==> config.mk <==
export PLATFORM = sky130hd
export DESIGN_NAME = spec_commit_tracker
export DESIGN_NICKNAME = d
export VERILOG_FILES = /design/src/rtl/ctr_pkg.sv /design/src/rtl/ctr_entry.sv /design/src/rtl/ctr_age.sv /design/src/rtl/ctr_result.sv /design/src/rtl/spec_commit_tracker.sv
export SDC_FILE = /design/constraint.sdc
export NUM_CORES = 1
export LEC_CHECK = 0
export ABC_AREA = 1
export BUFFER_PORTS_ARGS = -buffer_cell sky130_fd_sc_hd__buf_2
export CORE_ASPECT_RATIO = 0.7
export CORE_UTILIZATION = 45
export CTS_BUF_LIST = sky130_fd_sc_hd__clkbuf_8
export DETAILED_ROUTE_END_ITERATION = 8
export PLACE_DENSITY_LB_ADDON = 0.05
export SKIP_CTS_REPAIR_TIMING = 1
export SYNTH_ARGS = -nofsm -noshare
export SYNTH_HDL_FRONTEND = slang
export SYNTH_SLANG_ARGS = --single-unit
==> constraint.sdc <==
create_clock -name clk -period 7.8 [get_ports clk]
set_input_delay 0.39 -clock clk [delete_from_list [all_inputs] [get_ports clk]]
set_output_delay 0.39 -clock clk [all_outputs]
set_load 0.05 [all_outputs]
==> src/rtl/ctr_pkg.sv <==
package ctr_pkg;

    // Per-slot lifecycle of one offloaded instruction id.
    typedef enum logic [1:0] {
        EN_FREE     = 2'd0,
        EN_SPEC_ACC = 2'd1,
        EN_SPEC_REJ = 2'd2,
        EN_DONE_OK  = 2'd3
    } ent_st_e;

    // Occupancy of the single outgoing result register.
    typedef enum logic {
        RS_EMPTY = 1'b0,
        RS_HOLD  = 1'b1
    } res_st_e;

endpackage

==> src/rtl/ctr_entry.sv <==
module ctr_entry
    import ctr_pkg::*;
(
    input  logic    clk,
    input  logic    rst_n,
    input  logic    issue_hit,
    input  logic    issue_acc,
    input  logic    commit_hit,
    input  logic    kill_hit,
    input  logic    retire,
    output ent_st_e state_q,
    output logic    ok_now,
    output logic    spec_now,
    output logic    live_nxt
);

    ent_st_e st_iss;
    ent_st_e st_cm;
    ent_st_e st_nxt;

    always_ff @(posedge clk or negedge rst_n) begin
        if (!rst_n) state_q <= EN_FREE;
        else        state_q <= st_nxt;
    end

    // The issue is applied first, then the commit message, then the result handshake.
    always_comb begin
        st_iss = state_q;
        if (issue_hit) st_iss = issue_acc ? EN_SPEC_ACC : EN_SPEC_REJ;

        st_cm = st_iss;
        unique case (st_iss)
            EN_SPEC_ACC: begin
                if (kill_hit)        st_cm = EN_FREE;
                else if (commit_hit) st_cm = EN_DONE_OK;
            end
            EN_SPEC_REJ: begin
                if (kill_hit || commit_hit) st_cm = EN_FREE;
            end
            EN_FREE:    st_cm = EN_FREE;
            EN_DONE_OK: st_cm = EN_DONE_OK;
        endcase

        st_nxt = st_cm;
        if (retire && (st_cm == EN_DONE_OK)) st_nxt = EN_FREE;
    end

    always_comb begin
        ok_now   = (st_cm == EN_DONE_OK);
        spec_now = (st_cm == EN_SPEC_ACC);
        live_nxt = (st_nxt != EN_FREE);
    end

    // a new issue only ever lands in an empty slot
    p_issue_into_free_r2: assert property (@(posedge clk) disable iff (!rst_n)
        issue_hit |-> (state_q == EN_FREE));

    // a refused instruction never becomes publishable
    p_rej_never_ok_r2: assert property (@(posedge clk) disable iff (!rst_n)
        (state_q == EN_SPEC_REJ) |=> (state_q != EN_DONE_OK));

    // a confirmed slot stays confirmed until its result leaves
    p_confirmed_sticks_r6: assert property (@(posedge clk) disable iff (!rst_n)
        ((state_q == EN_DONE_OK) && !retire) |=> (state_q == EN_DONE_OK));

    // the result handshake frees the slot
    p_retire_frees_r9: assert property (@(posedge clk) disable iff (!rst_n)
        retire |=> (state_q == EN_FREE));

endmodule

==> src/rtl/ctr_age.sv <==
module ctr_age #(
    parameter int ID_W = 4
) (
    input  logic                  clk,
    input  logic                  rst_n,
    input  logic                  any_live,
    input  logic                  issue_done,
    input  logic [ID_W-1:0]       issue_id,
    input  logic [ID_W-1:0]       cmt_id,
    input  logic [(1<<ID_W)-1:0]  live_nxt,
    output logic [ID_W-1:0]       oldest_q,
    output logic                  win_ok,
    output logic [(1<<ID_W)-1:0]  older_eq,
    output logic [(1<<ID_W)-1:0]  newer_eq
);

    localparam int NENT = 1 << ID_W;

    logic [ID_W-1:0] newest_q;
    logic [ID_W-1:0] oldest_d;
    logic [ID_W-1:0] newest_d;
    logic [ID_W-1:0] oldest_eff;
    logic [ID_W-1:0] newest_eff;
    logic [ID_W-1:0] span;
    logic [ID_W-1:0] dist_c;

    always_ff @(posedge clk or negedge rst_n) begin
        if (!rst_n) begin
            oldest_q <= '0;
            newest_q <= '0;
        end else begin
            oldest_q <= oldest_d;
            newest_q <= newest_d;
        end
    end

    // When the tracker is empty, a same-cycle issue becomes the window base.
    always_comb begin
        oldest_eff = (!any_live && issue_done) ? issue_id : oldest_q;
        newest_eff = issue_done ? issue_id : newest_q;
        newest_d   = newest_eff;
        span       = newest_eff - oldest_eff;
        dist_c     = cmt_id - oldest_eff;
        win_ok     = (dist_c <= span);
    end

    for (genvar gi = 0; gi < NENT; gi++) begin : g_dist
        logic [ID_W-1:0] dist_i;
        always_comb begin
            dist_i       = ID_W'(gi) - oldest_eff;
            older_eq[gi] = (dist_i <= dist_c);
            newer_eq[gi] = (dist_i >= dist_c);
        end
    end

    // Circular scan from the current base: the first slot still live next cycle becomes the oldest.
    always_comb begin
        logic            found;
        logic [ID_W-1:0] idx;
        oldest_d = oldest_eff;
        found    = 1'b0;
        for (int k = 0; k < NENT; k++) begin
            idx = oldest_eff + ID_W'(k);
            if (!found && live_nxt[idx]) begin
                oldest_d = idx;
                found    = 1'b1;
            end
        end
    end

endmodule

==> src/rtl/ctr_result.sv <==
module ctr_result
    import ctr_pkg::*;
#(
    parameter int ID_W   = 4,
    parameter int DATA_W = 32
) (
    input  logic              clk,
    input  logic              rst_n,
    input  logic              load,
    input  logic [ID_W-1:0]   load_id,
    input  logic [DATA_W-1:0] load_data,
    input  logic              result_ready,
    output logic              result_valid,
    output logic [ID_W-1:0]   result_id,
    output logic [DATA_W-1:0] result_data,
    output logic              retire,
    output logic              slot_open
);

    res_st_e state_q;
    res_st_e state_d;

    always_ff @(posedge clk or negedge rst_n) begin
        if (!rst_n) begin
            state_q     <= RS_EMPTY;
            result_id   <= '0;
            result_data <= '0;
        end else begin
            state_q <= state_d;
            if (load) begin
                result_id   <= load_id;
                result_data <= load_data;
            end
        end
    end

    always_comb begin
        state_d = state_q;
        unique case (state_q)
            RS_EMPTY: if (load) state_d = RS_HOLD;
            RS_HOLD:  if (result_ready) state_d = load ? RS_HOLD : RS_EMPTY;
        endcase
    end

    always_comb begin
        result_valid = (state_q == RS_HOLD);
        retire       = (state_q == RS_HOLD) && result_ready;
        slot_open    = (state_q == RS_EMPTY) || retire;
    end

    // the top never loads over a result the core has not taken
    p_load_only_open_r9: assert property (@(posedge clk) disable iff (!rst_n)
        load |-> ((state_q == RS_EMPTY) || result_ready));

    // a held result does not change until it is taken
    p_hold_stable_r9: assert property (@(posedge clk) disable iff (!rst_n)
        (result_valid && !result_ready) |=> (result_valid && $stable(result_id) && $stable(result_data)));

endmodule

==> src/rtl/spec_commit_tracker.sv <==
module spec_commit_tracker
    import ctr_pkg::*;
#(
    parameter int ID_W   = 4,
    parameter int DATA_W = 32
) (
    input  logic              clk,
    input  logic              rst_n,
    input  logic              issue_done,
    input  logic [ID_W-1:0]   issue_id,
    input  logic              issue_accept,
    input  logic              cmt_valid,
    input  logic [ID_W-1:0]   cmt_id,
    input  logic              cmt_kill,
    input  logic              exec_valid,
    input  logic [ID_W-1:0]   exec_id,
    input  logic [DATA_W-1:0] exec_data,
    output logic              exec_ready,
    output logic              result_valid,
    input  logic              result_ready,
    output logic [ID_W-1:0]   result_id,
    output logic [DATA_W-1:0] result_data
);

    localparam int NENT = 1 << ID_W;

    ent_st_e         ent_state [NENT];
    logic [NENT-1:0] ent_ok;
    logic [NENT-1:0] ent_spec;
    logic [NENT-1:0] live_nxt;
    logic [NENT-1:0] live_q;
    logic [NENT-1:0] older_eq;
    logic [NENT-1:0] newer_eq;
    logic            any_live;
    logic            win_ok;
    logic [ID_W-1:0] oldest_q;
    logic            load;
    logic            retire;
    logic            slot_open;
    logic            dup;

    ctr_age #(.ID_W(ID_W)) u_age (
        .clk        (clk),
        .rst_n      (rst_n),
        .any_live   (any_live),
        .issue_done (issue_done),
        .issue_id   (issue_id),
        .cmt_id     (cmt_id),
        .live_nxt   (live_nxt),
        .oldest_q   (oldest_q),
        .win_ok     (win_ok),
        .older_eq   (older_eq),
        .newer_eq   (newer_eq)
    );

    for (genvar gi = 0; gi < NENT; gi++) begin : g_slot
        logic issue_hit;
        logic commit_hit;
        logic kill_hit;
        logic retire_hit;

        always_comb begin
            issue_hit  = issue_done && (issue_id == ID_W'(gi));
            commit_hit = cmt_valid && !cmt_kill && win_ok && older_eq[gi];
            kill_hit   = cmt_valid && cmt_kill && (!win_ok || newer_eq[gi]);
            retire_hit = retire && (result_id == ID_W'(gi));
        end

        ctr_entry u_entry (
            .clk        (clk),
            .rst_n      (rst_n),
            .issue_hit  (issue_hit),
            .issue_acc  (issue_accept),
            .commit_hit (commit_hit),
            .kill_hit   (kill_hit),
            .retire     (retire_hit),
            .state_q    (ent_state[gi]),
            .ok_now     (ent_ok[gi]),
            .spec_now   (ent_spec[gi]),
            .live_nxt   (live_nxt[gi])
        );

        assign live_q[gi] = (ent_state[gi] != EN_FREE);
    end

    assign any_live = |live_q;

    // Confirmed: load when the register can take it. Speculative: stall. Otherwise: take and drop.
    always_comb begin
        dup        = result_valid && (result_id == exec_id);
        exec_ready = 1'b0;
        load       = 1'b0;
        if (exec_valid) begin
            if (ent_ok[exec_id]) begin
                if (slot_open && !dup) begin
                    exec_ready = 1'b1;
                    load       = 1'b1;
                end
            end else if (!ent_spec[exec_id]) begin
                exec_ready = 1'b1;
            end
        end
    end

    ctr_result #(.ID_W(ID_W), .DATA_W(DATA_W)) u_result (
        .clk          (clk),
        .rst_n        (rst_n),
        .load         (load),
        .load_id      (exec_id),
        .load_data    (exec_data),
        .result_ready (result_ready),
        .result_valid (result_valid),
        .result_id    (result_id),
        .result_data  (result_data),
        .retire       (retire),
        .slot_open    (slot_open)
    );

    // a published result always belongs to a confirmed slot
    p_result_confirmed_r3: assert property (@(posedge clk) disable iff (!rst_n)
        result_valid |-> (ent_state[result_id] == EN_DONE_OK));

    // the oldest pointer names a live slot whenever any slot is live
    p_oldest_live_r5: assert property (@(posedge clk) disable iff (!rst_n)
        any_live |-> live_q[oldest_q]);

    // nothing is live or published in the first cycle after reset
    p_reset_empty_r1: assert property (@(posedge clk) disable iff (!rst_n)
        $rose(rst_n) |-> (!result_valid && !any_live));

endmodule

==> summary.md, run 1 <==
| Metric | Value |
|---|---|
| Die H | 116.7 µm |
| CTS tree | done |
| Initial Util | 46.45% |
| Max incr delay on CP | 0.39 ns |
| First-iteration detailed-routing DRC count | 1057 |
| Number of global-route vias before repair | 8168 |
| Synth warn | 0 |
| Max-cap violations | 0 |
| Cell Rows | 41 |
| Fin Setup TNS | 0 ns |
| Area added between synthesis and finish | 11.23% |
| Synth Register Bits | 77 |
| Max Clock Freq | 144.2 MHz |
| Routability Congestion | 1.025 |
| Gr ovfl total | 0 |
| 1st-pass router iterations | 9 |
| DRC | 7 |
| First-pass GRT wire length | 45.09 mm |
| Detail Placement HPWL | 23.77 mm |
| CP startpoint kind | register |
| Top FF cell, synth | dfrtp_1 |
| Fin crit share | 88.89% |
| Clk root buf | clkbuf_8 |
| Final Critical Period | 6.933 ns |
| Critical path peak fanout | 23 |
| Failing checks | DRC |
| Ant. Diodes | 0 |
| Post-synthesis sequential area ratio | 22.78% |
| Synth area leaders | dfrtp_1, nand2_1, nand3_1 |
| Worst Skew | 0.01217 ns |
| Finished Layout Cells | 1697 |
| Slew Limit Fails | 0 |
| Synthesized area per cell | 6.193 µm² |
| Io pins | 90 |
| Critical Path RT | 8.10 ns |
| WHS Endpoint | u_result.result_data[21] |
| Synth top area share | 22.78% |
| WL per Instance | 17.13 µm |
| Hold Path Depth | 2 |
| Ys async rst share | 100.0% |
| Layout Nets | 1544 |
| ANT nets after route | 0 |
| R2r startpoint | g_slot[3].u_entry.state_q[1] |
| Synthesized Nets | 1454 |
| Final hold vios | 0 |
| Port Buffers | 89 |
| Mapped cell area | 8459 µm² |
| RSZ-0062 raised after global routing | false |
| Die area | 19360 µm² |
| Cell total after placement | 1680 |
| Initial antenna violation count | 0 |
| Kind of critical path | reg2reg |
| Most frequent cell after synthesis | nand2_1 |
| Clock-pin slew on the worst setup and hold paths | 0.09 ns |
| Largest net degree at the start of global routing | 66 |
| EDFF count, synth | 0 |
| Status | complete, but fails checks |
| Synth Instances | 1366 |
| Crit end category | register |
| Total track usage | 30.87% |
| Htree depth | 3 |
| Max-slew headroom | 43.87% |
| Synth area leader | dfrtp_1 |
| Reg2Reg Depth | 45 |
| Clk buf depth | 2 |
| Worst hold path type | in2reg |
| Clock sink total | 77 |
| Slowest stage cell, crit path | dfrtp_1 |
| DR vias | 9180 |
| Most used cell, CP | nand2_1 |
| Netlist cell types | 57 |
| Total CTS buffers | 9 |
| Via density | 5.410 |
| Reg2reg setup slack | 0.87 ns |
| Commonest cells in the netlist | nand2_1, inv_1, nand3_1, nor2_1, dfrtp_1 |
| Final setup viols | 0 |
| Worst Hold Launch | exec_data[21] |
| RR Endpoint | u_age.oldest_q[2] |
| CP arrival | 7.23 ns |
| Worst Max-Slew Pin Slew | 0.8419 ns |
| Die width | 165.9 µm |
| WL final | 29.06 mm |
| Share of layout cells above drive strength 1 | 15.81% |
| Total core area | 18210 µm² |
| Skew-Pair Late Insertion Delay | 0.38 ns |
[kinds of logic (layout without fill, tap and decap cells)]
kind of cell / count (synthesis) / in the layout / share of synthesized area [%]
AO/OA/AOI/OAI: 174 / 174 / 12.01
XOR/XNOR: 18 / 18 / 2.174
adder cells (fa/ha/maj): 36 / 36 / 5.502
buffers and inverters: 248 / 343 / 11.54
flip-flops: 77 / 77 / 22.78
multiplexers: 32 / 32 / 4.260
AND/OR/NAND/NOR: 781 / 781 / 41.74
[cell type report]
class	count	area (µm²)
clock buffers	9	123.9
clock inverters	7	98.84
fillers	1879	8802
inverters	221	829.5
multi-input cells	1041	5557
flip-flops and latches	77	1927
well taps	236	295.3
repair buffers	106	578.1
[placed cells by master, fill, tap and decap left out, drive strengths merged, types with 32 or more instances in the layout]
master,n
buf,105
o21ai,70
nand2,397
nor2,154
mux2,32
a21oi,55
ha,34
nand3,202
inv,218
dfrtp,77
[critical path, delay by kind of cell (launching register included)]
kind | cells | cell delay (ns)
buf+inv | 4 | 0.60
simple gates | 34 | 4.43
flops | 1 | 0.39
fa+ha+maj | 2 | 0.67
compound gates | 5 | 0.74
[flip-flops by register name, summed over array words and instances, names as in the netlist]
| register | count |
|---|---|
| g_slot.u_entry.state_q | 32 |
| u_result.result_data | 32 |
| u_age.newest_q | 4 |
| u_age.oldest_q | 4 |
| u_result.result_id | 4 |
| u_result.result_valid | 1 |
[stage by stage]
step / setup WS (ns) / util, % / hold slack [ns] / cell area (µm²)
after floorplan: 1.752 / - / 0.09441 / 8459
after global placement: 1.100 / 50.39 / 0.2520 / 9176
after detailed placement: 1.082 / 50.39 / 0.2524 / 9176
after CTS: 1.048 / 51.61 / -0.1680 / 9399
after global routing: 0.01959 / 51.67 / 0.2211 / 9409
final: 0.8667 / 51.67 / 0.2327 / 9409
[per-layer routing]
metal / up-vias / GRT usage [%] / wire [µm]
met3: 28 / 9.522 / 3362
li1: 4579 / - / -
met5: - / 0 / 0
met2: 458 / 42.54 / 11060
met4: 0 / 7.040 / 413
met1: 4115 / 46.10 / 14220
[worst max path at each step]
stage	slack, ns	cells past startpoint	endpoint	startpoint
global route	0.02	45	u_age.oldest_q[1]	g_slot[9].u_entry.state_q[0]
detailed placement	1.08	45	u_age.oldest_q[2]	g_slot[3].u_entry.state_q[1]
CTS	1.05	45	u_age.oldest_q[2]	g_slot[9].u_entry.state_q[0]
floorplan	1.75	46	u_age.oldest_q[3]	g_slot[10].u_entry.state_q[0]
finish	0.87	45	u_age.oldest_q[2]	g_slot[3].u_entry.state_q[1]
global placement	1.10	45	u_age.oldest_q[2]	g_slot[3].u_entry.state_q[1]
Power of run 1 is not shown: default switching activity piles up to over one toggle a cycle in this logic, so the estimate is an artifact.
==> inputs of run 2 (changes only) <==
--- a/config.mk
+++ b/config.mk
@@ -8,7 +8,7 @@
 export ABC_AREA = 1
 export BUFFER_PORTS_ARGS = -buffer_cell sky130_fd_sc_hd__buf_2
 export CORE_ASPECT_RATIO = 0.7
-export CORE_UTILIZATION = 45
+export CORE_UTILIZATION = 50
 export CTS_BUF_LIST = sky130_fd_sc_hd__clkbuf_8
 export DETAILED_ROUTE_END_ITERATION = 8
 export PLACE_DENSITY_LB_ADDON = 0.05
==> run 2 against run 1 <==
Compared with the run above: the run now ends clean; routed wire length increased by 0.94%; global-route usage increased by 3.4 points; critical path depth decreased by 2; design area about the same; sequential share of layout area about the same; register-to-register slack got worse by 0.08 ns; clock skew increased by 0.0074 ns; first-iteration DRC count increased by 15%; count of clock-buffer cells in the layout increased by 1; non-clock buffer count increased by 3; worst setup slack got worse by 0.080 ns.
==> summary.md, run 2 (synthesized netlist as in run 1, its figures left out) <==
| Metric | Value |
|---|---|
| Critical path peak fanout | 17 |
| Detail Placement HPWL | 23.82 mm |
| Total track usage | 34.26% |
| Most frequent cells in the layout | nand2_1, inv_1, nand3_1, nor2_1, buf_2 |
| Worst Max-Slew Pin Slew | 0.7109 ns |
| ANT nets after route | 0 |
| Die width | 157.5 µm |
| WHS | 0.2379 ns |
| Slowest stage cell, crit path | fa_1 |
| Htree depth | 3 |
| Kind of critical path | reg2reg |
| Slew Limit Fails | 0 |
| Core Util, Final | 57.25% |
| Worst hold path type | in2reg |
| Initial antenna violation count | 0 |
| Max-slew headroom | 52.43% |
| CTS tree | done |
| Fin crit share | 89.92% |
| Clk root buf | clkbuf_8 |
| Share of layout cells above drive strength 1 | 15.99% |
| Max Clock Freq | 142.6 MHz |
| CP startpoint kind | register |
| Hold Path Depth | 2 |
| WL per Instance | 17.38 µm |
| Max-cap violations | 0 |
| Critical Path RT | 8.11 ns |
| WL final | 29.33 mm |
| Port Buffers | 89 |
| Largest net degree at the start of global routing | 53 |
| Die area | 17450 µm² |
| RSZ-0062 raised after global routing | false |
| Via density | 5.597 |
| Number of global-route vias before repair | 8233 |
| CP arrival | 7.32 ns |
| Max incr delay on CP | 0.52 ns |
| Final setup viols | 0 |
| Crit end category | register |
| Total core area | 16440 µm² |
| Die H | 110.8 µm |
| Routability Congestion | 1.029 |
| Cell Rows | 39 |
| Skew-Pair Late Insertion Delay | 0.38 ns |
| Fin Setup TNS | 0 ns |
| Reg2Reg Depth | 43 |
| Initial Util | 51.44% |
| Commonest non-fill, non-tap cell in the layout | nand2_1 |
| Clk buf depth | 2 |
| Area added between synthesis and finish | 11.30% |
| Largest regs | g_slot.u_entry.state_q (32), u_result.result_data (32) |
| Gr ovfl total | 0 |
| First-pass GRT wire length | 45.10 mm |
| Total CTS buffers | 9 |
| Worst Skew | 0.01956 ns |
| Reg2reg setup slack | 0.79 ns |
| DR vias | 9448 |
| 1st-pass router iterations | 6 |
| Ant. Diodes | 0 |
| Status | finished clean |
| Final Critical Period | 7.014 ns |
| Io pins | 90 |
| Clock sink total | 77 |
| Clock-pin slew on the worst setup and hold paths | 0.09 ns |
| First-iteration detailed-routing DRC count | 1211 |
| Layout Nets | 1547 |
| Most used cell, CP | nand2_1 |
| DRC | 0 |
| Final hold vios | 0 |
## run 2: path summary, 6_finish.rpt
| path | from | endpoint |
|---|---|---|
| min in group asynchronous | rst_n | g_slot[14].u_entry.state_q[0] |
| hold reg to reg | u_result.result_data[4] | u_result.result_data[4] |
| hold / removal | exec_data[7] | u_result.result_data[7] |
| setup / recovery | g_slot[1].u_entry.state_q[0] | u_age.oldest_q[2] |
| setup reg to reg | g_slot[1].u_entry.state_q[0] | u_age.oldest_q[2] |
| max in group asynchronous | rst_n | g_slot[5].u_entry.state_q[0] |
## run 2: metal layers
metal  up-vias  global-route usage (%)  share of wire (%)  wire (µm)
li1       4583                       -                  -          -
met1      4316                   53.06                 48      13980
met2       512                   45.22                 38      11060
met3        37                   10.95                 13       3839
met4         0                   6.990                1.5        454
met5         -                       0                  0          0
## run 2: cell type report
type | instances | area (µm²)
clock buffer | 10 | 137.6
tap | 225 | 281.5
multi-input combinational | 1041 | 5557
clock inverter | 5 | 82.58
sequential | 77 | 1927
fill | 1720 | 7029
timing repair buffer | 109 | 600.6
inverter | 221 | 829.5
## run 2: worst max-delay path: cells and delay by family (launching register included)
| kind | cells | cell delay, ns |
|---|---|---|
| AND/OR/NAND/NOR | 30 | 4.07 |
| adder cells (fa/ha/maj) | 3 | 1.03 |
| buffers and inverters | 6 | 0.95 |
| AO/OA/AOI/OAI | 4 | 0.50 |
| flip-flops | 1 | 0.38 |
## run 2: through the flow
step / area, µm² / std cells / setup WS [ns]
5_1_grt: 9415 / 1688 / 0.2363
6_report: 9415 / 1688 / 0.7863
3_3_place_gp: 9185 / 1672 / 1.076
2_1_floorplan: 8459 / 1366 / 1.752
4_1_cts: 9405 / 1687 / 1.022
3_5_place_dp: 9185 / 1672 / 1.029
Power of run 2 is left out for the same reason.
==> inputs of run 3 (changes only) <==
--- a/config.mk
+++ b/config.mk
@@ -8,7 +8,7 @@
 export ABC_AREA = 1
 export BUFFER_PORTS_ARGS = -buffer_cell sky130_fd_sc_hd__buf_2
 export CORE_ASPECT_RATIO = 0.7
-export CORE_UTILIZATION = 50
+export CORE_UTILIZATION = 26
 export CTS_BUF_LIST = sky130_fd_sc_hd__clkbuf_8
 export DETAILED_ROUTE_END_ITERATION = 8
 export PLACE_DENSITY_LB_ADDON = 0.05
==> run 3 against run 2 <==
Compared with the run above: design area up 2.4%; first-iteration DRC count down 37%; critical path type unchanged; worst setup slack better by 0.071 ns; worst hold slack worse by 0.030 ns; fmax up 1.0%; highest routed layer unchanged; cell count up 12%; die area up 91%; critical path depth unchanged; register-to-register slack better by 0.07 ns; non-clock buffer count down 1.
==> summary.md, run 3 (synthesized netlist as in run 1, its figures left out) <==
| Metric | Value |
|---|---|
| Ant. Diodes | 0 |
| WL per Instance | 18.23 µm |
| CP startpoint kind | register |
| Worst Max-Slew Pin Slew | 0.9112 ns |
| Largest net degree at the start of global routing | 64 |
| Final hold vios | 0 |
| Layout Nets | 1546 |
| Reg2Reg Depth | 43 |
| Routability Congestion | 0.8687 |
| Critical path peak fanout | 21 |
| Reg2reg setup slack | 0.86 ns |
| Final setup viols | 0 |
| Max incr delay on CP | 0.64 ns |
| Final Critical Period | 6.943 ns |
| Commonest non-fill, non-tap cell in the layout | nand2_1 |
| Port Buffers | 89 |
| Post-route design area | 9646 µm² |
| Fin crit share | 89.01% |
| Total core area | 31550 µm² |
| WHS | 0.2079 ns |
| Io pins | 90 |
| Clock sink total | 77 |
| Placed instance area | 9422 µm² |
| Kind of critical path | reg2reg |
| WHS Endpoint | u_result.result_data[11] |
| Detail Placement HPWL | 28.64 mm |
| Most used cell, CP | nand2_1 |
| Worst Hold Launch | exec_data[11] |
| RR Endpoint | u_age.oldest_q[2] |
| Fin Setup TNS | 0 ns |
| Clk buf depth | 2 |
| Initial Util | 26.81% |
| Status | finished clean |
| R2r startpoint | g_slot[3].u_entry.state_q[1] |
| Max-cap violations | 0 |
| Area added between synthesis and finish | 14.02% |
| ANT nets after route | 0 |
| Die H | 152.9 µm |
| Total CTS buffers | 9 |
| Clk root buf | clkbuf_8 |
| Largest regs | g_slot.u_entry.state_q (32), u_result.result_data (32) |
| 1st-pass router iterations | 6 |
| Initial antenna violation count | 0 |
| Clock-pin slew on the worst setup and hold paths | 0.09 ns |
| Total track usage | 21.10% |
| Most frequent cells in the layout | nand2_1, inv_1, nand3_1, nor2_1, buf_2 |
| Max-slew headroom | 39.03% |
| Worst hold path type | in2reg |
| Slew Limit Fails | 0 |
| Skew-Pair Late Insertion Delay | 0.40 ns |
| Final-layout fill cell count | 3531 |
| DR vias | 8940 |
| DRC | 0 |
| Crit end category | register |
| Share of layout cells above drive strength 1 | 15.93% |
| Htree depth | 3 |
| First-iteration detailed-routing DRC count | 762 |
| Critical Path RT | 8.12 ns |
| Via density | 4.748 |
| CP arrival | 7.26 ns |
| Die width | 217.6 µm |
| First-pass GRT wire length | 52.40 mm |
| Worst setup margin | 0.8572 ns |
| Gr ovfl total | 0 |
| Worst Skew | 0.01659 ns |
| Dpl ws | 0.9340 ns |
| Cell Rows | 54 |
| Slowest stage cell, crit path | fa_1 |
| Number of global-route vias before repair | 8355 |
| RSZ-0062 raised after global routing | false |
| CTS tree | done |
| Hold Path Depth | 2 |
| Max Clock Freq | 144.0 MHz |
| Die area | 33270 µm² |
| WL final | 34.34 mm |
[run 3: cell types whose count changed in the layout (fill, tap and decap cells not counted)]
cell	change
buf_4	-1
clkbuf_8	-1
clkinv_2	+1
clkinv_4	-1
clkinvlp_4	+1
inv_1	+1
[run 3: through the flow]
step,utilization [%],instances
3_5_place_dp,29.86,1866
2_1_floorplan,-,1366
5_1_grt,30.57,1883
3_3_place_gp,29.86,1866
4_1_cts,30.54,1882
6_report,30.57,1883
[run 3: per-layer routing]
layer  GRT usage [%]  share of wire [%]  up-vias
met2           27.80                 38      215
met1           33.93                 55     4121
met3           4.259                5.8       20
met5               0                  0        -
li1                -                  -     4584
met4           4.359                1.1        0
[run 3: worst max-delay path: cells and delay by family, from the launching register on]
kind / cells / cell delay (ns)
AND/OR/NAND/NOR: 29 / 3.65
flip-flops: 1 / 0.41
buffers and inverters: 6 / 0.74
AO/OA/AOI/OAI: 5 / 0.85
adder cells (fa/ha/maj): 3 / 1.21
[run 3: worst max path at each step]
stage | startpoint | end | slack [ns] | cells past startpoint
after floorplan | g_slot[10].u_entry.state_q[0] | u_age.oldest_q[3] | 1.75 | 46
after global placement | g_slot[1].u_entry.state_q[0] | u_age.oldest_q[2] | 0.90 | 42
after detailed placement | g_slot[1].u_entry.state_q[0] | u_age.oldest_q[2] | 0.93 | 44
after CTS | g_slot[9].u_entry.state_q[1] | u_age.oldest_q[2] | 0.88 | 44
after global routing | g_slot[3].u_entry.state_q[1] | u_age.oldest_q[2] | 0.01 | 41
final | g_slot[3].u_entry.state_q[1] | u_age.oldest_q[2] | 0.86 | 43
[run 3: cell type report]
cell class	instances	area (µm²)	area share [%]
Clock inverter	7	90.09	0.9340
Sequential cell	77	1927	19.98
Clock buffer	9	123.9	1.284
Tap cell	420	525.5	5.448
Multi-Input combinational cell	1041	5557	57.61
Inverter	221	829.5	8.600
Timing Repair Buffer	108	593.1	6.149
Power of run 3 is left out for the same reason.
